<file path="src/rtl/cp_restore_pkg.sv">
package cp_restore_pkg;

  typedef enum logic [1:0] {
    REG_CTRL    = 2'd0,
    REG_RESTORE = 2'd1,
    REG_OPERAND = 2'd2
  } reg_sel_e;

  typedef enum logic [1:0] {
    FMT_EMPTY,
    FMT_IDLE,
    FMT_BAD
  } fmt_kind_e;

  typedef enum logic [2:0] {
    SNK_NONE,
    SNK_START,
    SNK_EMPTY,
    SNK_STOP,
    SNK_KILL
  } sink_cmd_e;

  localparam logic [15:0] BAD_FMT_REPLY = 16'h0200;
  localparam logic [31:0] ABORT_VALUE   = 32'h0000_0001;

endpackage

</file>
<file path="src/rtl/fmt_check.sv">
module fmt_check
  import cp_restore_pkg::*;
#(
  parameter logic [7:0] IDLE_CODE = 8'h18,
  parameter logic [7:0] IDLE_LEN  = 8'd16
) (
  input  logic [15:0] fmt_word,
  output fmt_kind_e   kind
);

  logic [7:0] code;
  logic [7:0] len;

  assign code = fmt_word[15:8];
  assign len  = fmt_word[7:0];

  always_comb begin
    if (code == 8'h00 && len == 8'h00)
      kind = FMT_EMPTY;
    else if (code == IDLE_CODE && len == IDLE_LEN)
      kind = FMT_IDLE;
    else
      kind = FMT_BAD;
  end

endmodule

</file>
<file path="src/rtl/op_sink.sv">
module op_sink
  import cp_restore_pkg::*;
#(
  parameter int CTX_WORDS  = 8,
  parameter int NEED_WORDS = 4,
  localparam int AW = $clog2(CTX_WORDS),
  localparam int CW = $clog2(CTX_WORDS + 1)
) (
  input  logic          clk,
  input  logic          rst_n,
  input  sink_cmd_e     cmd,
  input  logic          op_wr,
  input  logic [31:0]   op_data,
  input  logic [AW-1:0] sel,
  output logic          active,
  output logic          done,
  output logic [31:0]   sel_word
);

  localparam logic [CW-1:0] LAST = CW'(NEED_WORDS - 1);

  logic [31:0]   mem [CTX_WORDS];
  logic [CW-1:0] cnt;

  always_ff @(posedge clk) begin
    if (!rst_n) begin
      cnt    <= '0;
      active <= 1'b0;
      done   <= 1'b0;
      for (int i = 0; i < CTX_WORDS; i++) mem[i] <= '0;
    end else begin
      case (cmd)
        SNK_START: begin
          cnt    <= '0;
          active <= 1'b1;
          done   <= 1'b0;
        end
        SNK_EMPTY: begin
          cnt    <= '0;
          active <= 1'b0;
          done   <= 1'b1;
          for (int i = 0; i < CTX_WORDS; i++) mem[i] <= '0;
        end
        SNK_STOP: begin
          cnt    <= '0;
          active <= 1'b0;
          done   <= 1'b0;
        end
        SNK_KILL: begin
          cnt    <= '0;
          active <= 1'b0;
          done   <= 1'b0;
          for (int i = 0; i < CTX_WORDS; i++) mem[i] <= '0;
        end
        default: begin
          if (active && op_wr) begin
            mem[cnt[AW-1:0]] <= op_data;
            cnt              <= cnt + 1'b1;
            if (cnt == LAST) begin
              active <= 1'b0;
              done   <= 1'b1;
            end
          end
        end
      endcase
    end
  end

  assign sel_word = mem[sel];

  AST_COUNT_BOUND: assert property (@(posedge clk) disable iff (!rst_n)
    active |-> (cnt <= LAST));

  AST_DONE_EXCLUSIVE: assert property (@(posedge clk) disable iff (!rst_n)
    !(active && done));

  AST_FILL_COMPLETE: assert property (@(posedge clk) disable iff (!rst_n)
    (active && op_wr && cmd == SNK_NONE && cnt == LAST) |=> (done && !active));

  AST_IDLE_OPERAND_IGNORED: assert property (@(posedge clk) disable iff (!rst_n)
    (!active && op_wr && cmd == SNK_NONE) |=> ($stable(cnt) && !active));

endmodule

</file>
<file path="src/rtl/cp_restore_resp.sv">
module cp_restore_resp
  import cp_restore_pkg::*;
#(
  parameter int         CTX_WORDS = 8,
  parameter logic [7:0] IDLE_CODE = 8'h18,
  parameter logic [7:0] IDLE_LEN  = 8'd16,
  localparam int        AW         = $clog2(CTX_WORDS),
  localparam int        NEED_WORDS = int'(IDLE_LEN) / 4
) (
  input  logic          clk,
  input  logic          rst_n,
  input  logic          bus_wr,
  input  logic          bus_rd,
  input  logic [1:0]    bus_addr,
  input  logic [31:0]   bus_wdata,
  output logic          rd_valid,
  output logic [31:0]   rd_data,
  output logic          busy,
  output logic          restore_done,
  input  logic [AW-1:0] ctx_sel,
  output logic [31:0]   ctx_word
);

  fmt_kind_e   kind;
  sink_cmd_e   cmd;
  logic [15:0] reply;
  logic        abort_wr;
  logic        restore_wr;
  logic        operand_wr;

  assign abort_wr   = bus_wr && bus_addr == REG_CTRL && bus_wdata == ABORT_VALUE;
  assign restore_wr = bus_wr && bus_addr == REG_RESTORE;
  assign operand_wr = bus_wr && bus_addr == REG_OPERAND;

  fmt_check #(
    .IDLE_CODE (IDLE_CODE),
    .IDLE_LEN  (IDLE_LEN)
  ) u_fmt (
    .fmt_word (bus_wdata[15:0]),
    .kind     (kind)
  );

  always_comb begin
    cmd = SNK_NONE;
    if (abort_wr)
      cmd = SNK_KILL;
    else if (restore_wr) begin
      case (kind)
        FMT_EMPTY: cmd = SNK_EMPTY;
        FMT_IDLE:  cmd = SNK_START;
        default:   cmd = SNK_STOP;
      endcase
    end
  end

  op_sink #(
    .CTX_WORDS  (CTX_WORDS),
    .NEED_WORDS (NEED_WORDS)
  ) u_sink (
    .clk      (clk),
    .rst_n    (rst_n),
    .cmd      (cmd),
    .op_wr    (operand_wr),
    .op_data  (bus_wdata),
    .sel      (ctx_sel),
    .active   (busy),
    .done     (restore_done),
    .sel_word (ctx_word)
  );

  always_ff @(posedge clk) begin
    if (!rst_n)
      reply <= '0;
    else if (abort_wr)
      reply <= '0;
    else if (restore_wr)
      reply <= (kind == FMT_BAD) ? BAD_FMT_REPLY : bus_wdata[15:0];
  end

  always_ff @(posedge clk) begin
    if (!rst_n) begin
      rd_valid <= 1'b0;
      rd_data  <= '0;
    end else begin
      rd_valid <= bus_rd;
      if (bus_rd) begin
        case (bus_addr)
          REG_RESTORE: rd_data <= {16'h0000, reply};
          REG_CTRL:    rd_data <= {30'd0, restore_done, busy};
          default:     rd_data <= '0;
        endcase
      end
    end
  end

  AST_REPLY_LEGAL: assert property (@(posedge clk) disable iff (!rst_n)
    restore_wr |=> (reply == BAD_FMT_REPLY || reply == $past(bus_wdata[15:0])));

  AST_ABORT_IDLE: assert property (@(posedge clk) disable iff (!rst_n)
    abort_wr |=> (!busy && !restore_done && reply == 16'h0000));

  AST_RD_ACK: assert property (@(posedge clk) disable iff (!rst_n)
    bus_rd |=> rd_valid);

endmodule

</file>
<file path="config.mk">
export PLATFORM = sky130hd
export DESIGN_NAME = cp_restore_resp
export DESIGN_NICKNAME = d
export VERILOG_FILES = /design/src/rtl/cp_restore_pkg.sv /design/src/rtl/fmt_check.sv /design/src/rtl/op_sink.sv /design/src/rtl/cp_restore_resp.sv
export SDC_FILE = /design/constraint.sdc
export NUM_CORES = 1
export LEC_CHECK = 0
export ABC_CLOCK_PERIOD_IN_PS = 3450
export BUFFER_PORTS_ARGS = -buffer_cell sky130_fd_sc_hd__buf_2
export CAP_MARGIN = 20
export CELL_PAD_IN_SITES_DETAIL_PLACEMENT = 1
export CELL_PAD_IN_SITES_GLOBAL_PLACEMENT = 1
export CORE_MARGIN = 2
export CORE_UTILIZATION = 40
export DETAILED_ROUTE_END_ITERATION = 10
export HOLD_SLACK_MARGIN = 0.06
export PLACE_DENSITY = 0.74
export SETUP_SLACK_MARGIN = 0.05
export SKIP_LAST_GASP = 1
export SLEW_MARGIN = 20
export SYNTH_ARGS = -nofsm -noshare
export SYNTH_HDL_FRONTEND = slang
export SYNTH_SLANG_ARGS = --single-unit
</file>
<file path="constraint.sdc">
create_clock -name clk -period 3.45 [get_ports clk]
set_input_delay 0.5175 -clock clk [delete_from_list [all_inputs] [get_ports clk]]
set_output_delay 0.5175 -clock clk [all_outputs]
set_load 0.02 [all_outputs]
</file>
==> summary.txt <==
STA
  – Final worst setup slack: approximately 0.68 ns
  – Worst-Margin Slew: 0.759 ns
  – Hold Vio Cnt, Final: 0
  – Peak Freq: 361 MHz
  – Slew headroom: between 40% and 50%
  – Final setup viols: 0
  – Max Slew Vio Count: 0
  – Fin crit period: around 2.8 ns
  – Setup TNS: 0 ns
  – Hold slack: a little under 0.4 ns
  – Tcrit/Tclk final: about 80%
  – Skew final: around 0.016 ns
  – RSZ-0062 raised after global routing: false

Routing
  – Iteration count of the initial detailed-routing pass: 5
  – Drt drc: 0
  – Drt wl/cell: ~24 um
  – Total wire length: around 34000 um
  – Antenna Nets Post-Route: 0
  – Starting DRT DRC Count: between 500 and 600
  – Via-to-Cell Ratio: between 5 and 6
  – Vias: roughly 7.5k

Clock tree
  – Root buf cell: clkbuf_16
  – Max Buffers Root-to-Sink: 3
  – PostCTS Resize Cnt: 0
  – Num Clock Sinks: 295
  – Post-CTS Hold Buffers: 0
  – Setup Fix Bufs, Post-CTS: 0
  – Later-pin clock latency in the skew report: 0.51 ns
  – Total CTS buffers: 34
  – CTS clk-pin slew, worst paths: approximately 0.060 ns
  – TritonCTS clock tree: done
  – Htree depth: 2

Global route
  – Global-route wire length before repair: a little over 50000 um
  – Total GRT Usage: between 20% and 30%
  – Largest net degree at the start of global routing: 65
  – Grt ovf: 0
  – Initial antenna violation count: 0
  – Vias in the first global route: between 8k and 9k

Synth
  – Yosys warning count: 0
  – Seq cells post-synth: about 300
  – Syn Std Cell Area: about 13000 um^2
  – Top cell type's share of synthesized area: 58.5%
  – Synthesized area per cell: between 15 and 20 um^2
  – Synth area leaders: edfxtp_1, and2_1, mux4_2
  – Synth area leader: edfxtp_1
  – Sequential area share after synthesis: about 64%
  – Post-Synthesis Cells: roughly 860
  – Netlist cell types: 40

Place
  – Dpl cells: ~1.4k
  – Pre-CTS setup slack: roughly 0.63 ns
  – Hpwl dp: around 20000 um
  – Placed inst area: roughly 14000 um^2
  – GP Congestion: between 0.7 and 0.8
  – IO buf count: around 90

Worst hold path
  – Worst Min Path Start: bus_wdata[7]
  – Hold EP: u_sink.mem[2][7]
  – Class of the most critical hold timing path: in2reg
  – Worst hold path cell count: 2

Power and ir drop
  – Leak: 5.65 nW
  – Power density over the cells: about 520 nW/um^2
  – Maximum vdd drop: roughly 0.27 mV
  – Post-layout power: roughly 8 mW

Critical path
  – Worst Reg2Reg Path Length in Cells: 4
  – Critical path class: in2out
  – Worst Path Required: just under 3 ns
  – CP Launch Type: input pin
  – Critical path arrival: between 2 and 2.5 ns
  – R2R setup slack: approximately 1.4 ns
  – RR Endpoint: u_sink.mem[2][30]
  – Worst setup EP type: output port
  – FF-to-FF Start: u_sink.cnt[1]
  – CP max FO: 21

Layout
  – Nets: between 1k and 1.5k
  – Area grow syn2layout: 16.6%
  – Fin cells: 1427
  – Fin util: a little under half
  – Commonest cells after routing, fill and taps aside: and2_1, edfxtp_1, buf_2
  – Fill count: ~3.2k
  – Most common cell after layout, fill and taps aside: and2_1
  – Share of cells above drive strength 1: between 20% and 30%
  – Final instance area: around 15000 um^2
  – Ant diodes: 0

Floorplan
  – Die width: ~190 um
  – Initial Util: 40.5%
  – Core area: 32500 um^2
  – Die height: ~190 um
  – IO Pins: approximately 110
  – Standard-cell rows: between 60 and 70
  – Die area: roughly 34000 um^2

Outcome
  – Status: complete, no violations

Job
  – Max-Cap Viols: 0
## registers in the layout, summed over array words and instances (netlist names)
signal and cells:
u_sink.active 1, reply 16, u_sink.done 1, rd_valid 1
u_sink.cnt 4, u_sink.mem 256, rd_data 16
## cells in the mapped netlist
library cell	instances
nand3b_1	10
and2_4	10
or4_1	1
nor4_1	4
nor4_2	3
nand3_2	1
and2_1	261
mux4_2	64
conb_1	1
and3b_1	3
or3_4	1
nor2_1	9
inv_1	2
buf_4	16
nor2b_1	28
nand2b_1	4
nand2_1	9
nor3_1	6
buf_1	1
buf_6	1
ha_1	1
xor2_1	3
nor4bb_1	1
clkbuf_1	43
a2111oi_0	1
mux2i_1	2
buf_2	8
mux2_2	32
nor2_2	1
edfxtp_1	256
and3_1	1
o22ai_1	4
a21oi_1	19
dfxtp_1	39
o311ai_0	1
nand4_1	1
nor3_2	2
o31ai_1	1
nand3_1	6
o41ai_4	1
## layer usage
layer	track usage [%]	wire [um]	vias to the layer above
met4	4.92	538	0
met2	35.9	17400	194
li1	-	-	3321
met1	26.3	14300	3929
met3	3.48	1570	45
met5	0	0	-
## worst max-delay path by stage
| stage | start | to | slack (ns) | depth (start not counted) |
|---|---|---|---|---|
| after global placement | ctx_sel[0] | ctx_word[12] | 0.63 | 5 |
| after detailed placement | ctx_sel[0] | ctx_word[9] | 0.63 | 5 |
| final | ctx_sel[0] | ctx_word[9] | 0.68 | 5 |
| after global routing | ctx_sel[0] | ctx_word[9] | 0.56 | 5 |
| after CTS | ctx_sel[0] | ctx_word[9] | 0.63 | 5 |
| after floorplan | bus_addr[0] | u_sink.mem[4][0] | 0.53 | 7 |
## report_power, final
group	switching, mW	internal, mW
clock	1.43	2.00
combinational	0.349	0.234
sequential	0.0395	3.99
total	1.82	6.22
## kinds of logic (layout without fill, tap and decap cells)
group / Yosys count / in the layout / synth area share [%]
other cells: 1 / 16 / 0.0285
compound gates: 27 / 27 / 1.31
flops: 295 / 295 / 64.5
xor+xnor: 3 / 3 / 0.200
simple gates: 362 / 362 / 17.4
fa+ha+maj: 1 / 1 / 0.0952
buf+inv: 71 / 183 / 2.62
mux: 98 / 98 / 13.9
## critical path, stage by stage
cell and delay (ns):
buf_4 0.40, buf_4 0.34, mux4_2 0.53, mux2_2 0.29, buf_2 0.16
## layout make-up
cell class                 instances  area [um^2]  area share (%)
multi-input combinational        507         4430            28.9
tap                              442          553            3.61
sequential                       295         8470            55.3
timing repair buffer             123          823            5.37
inverter                           2         7.51          0.0490
clock inverter                    18          143           0.931
clock buffer                      40          895            5.84
(Power assumes the default switching activity.)
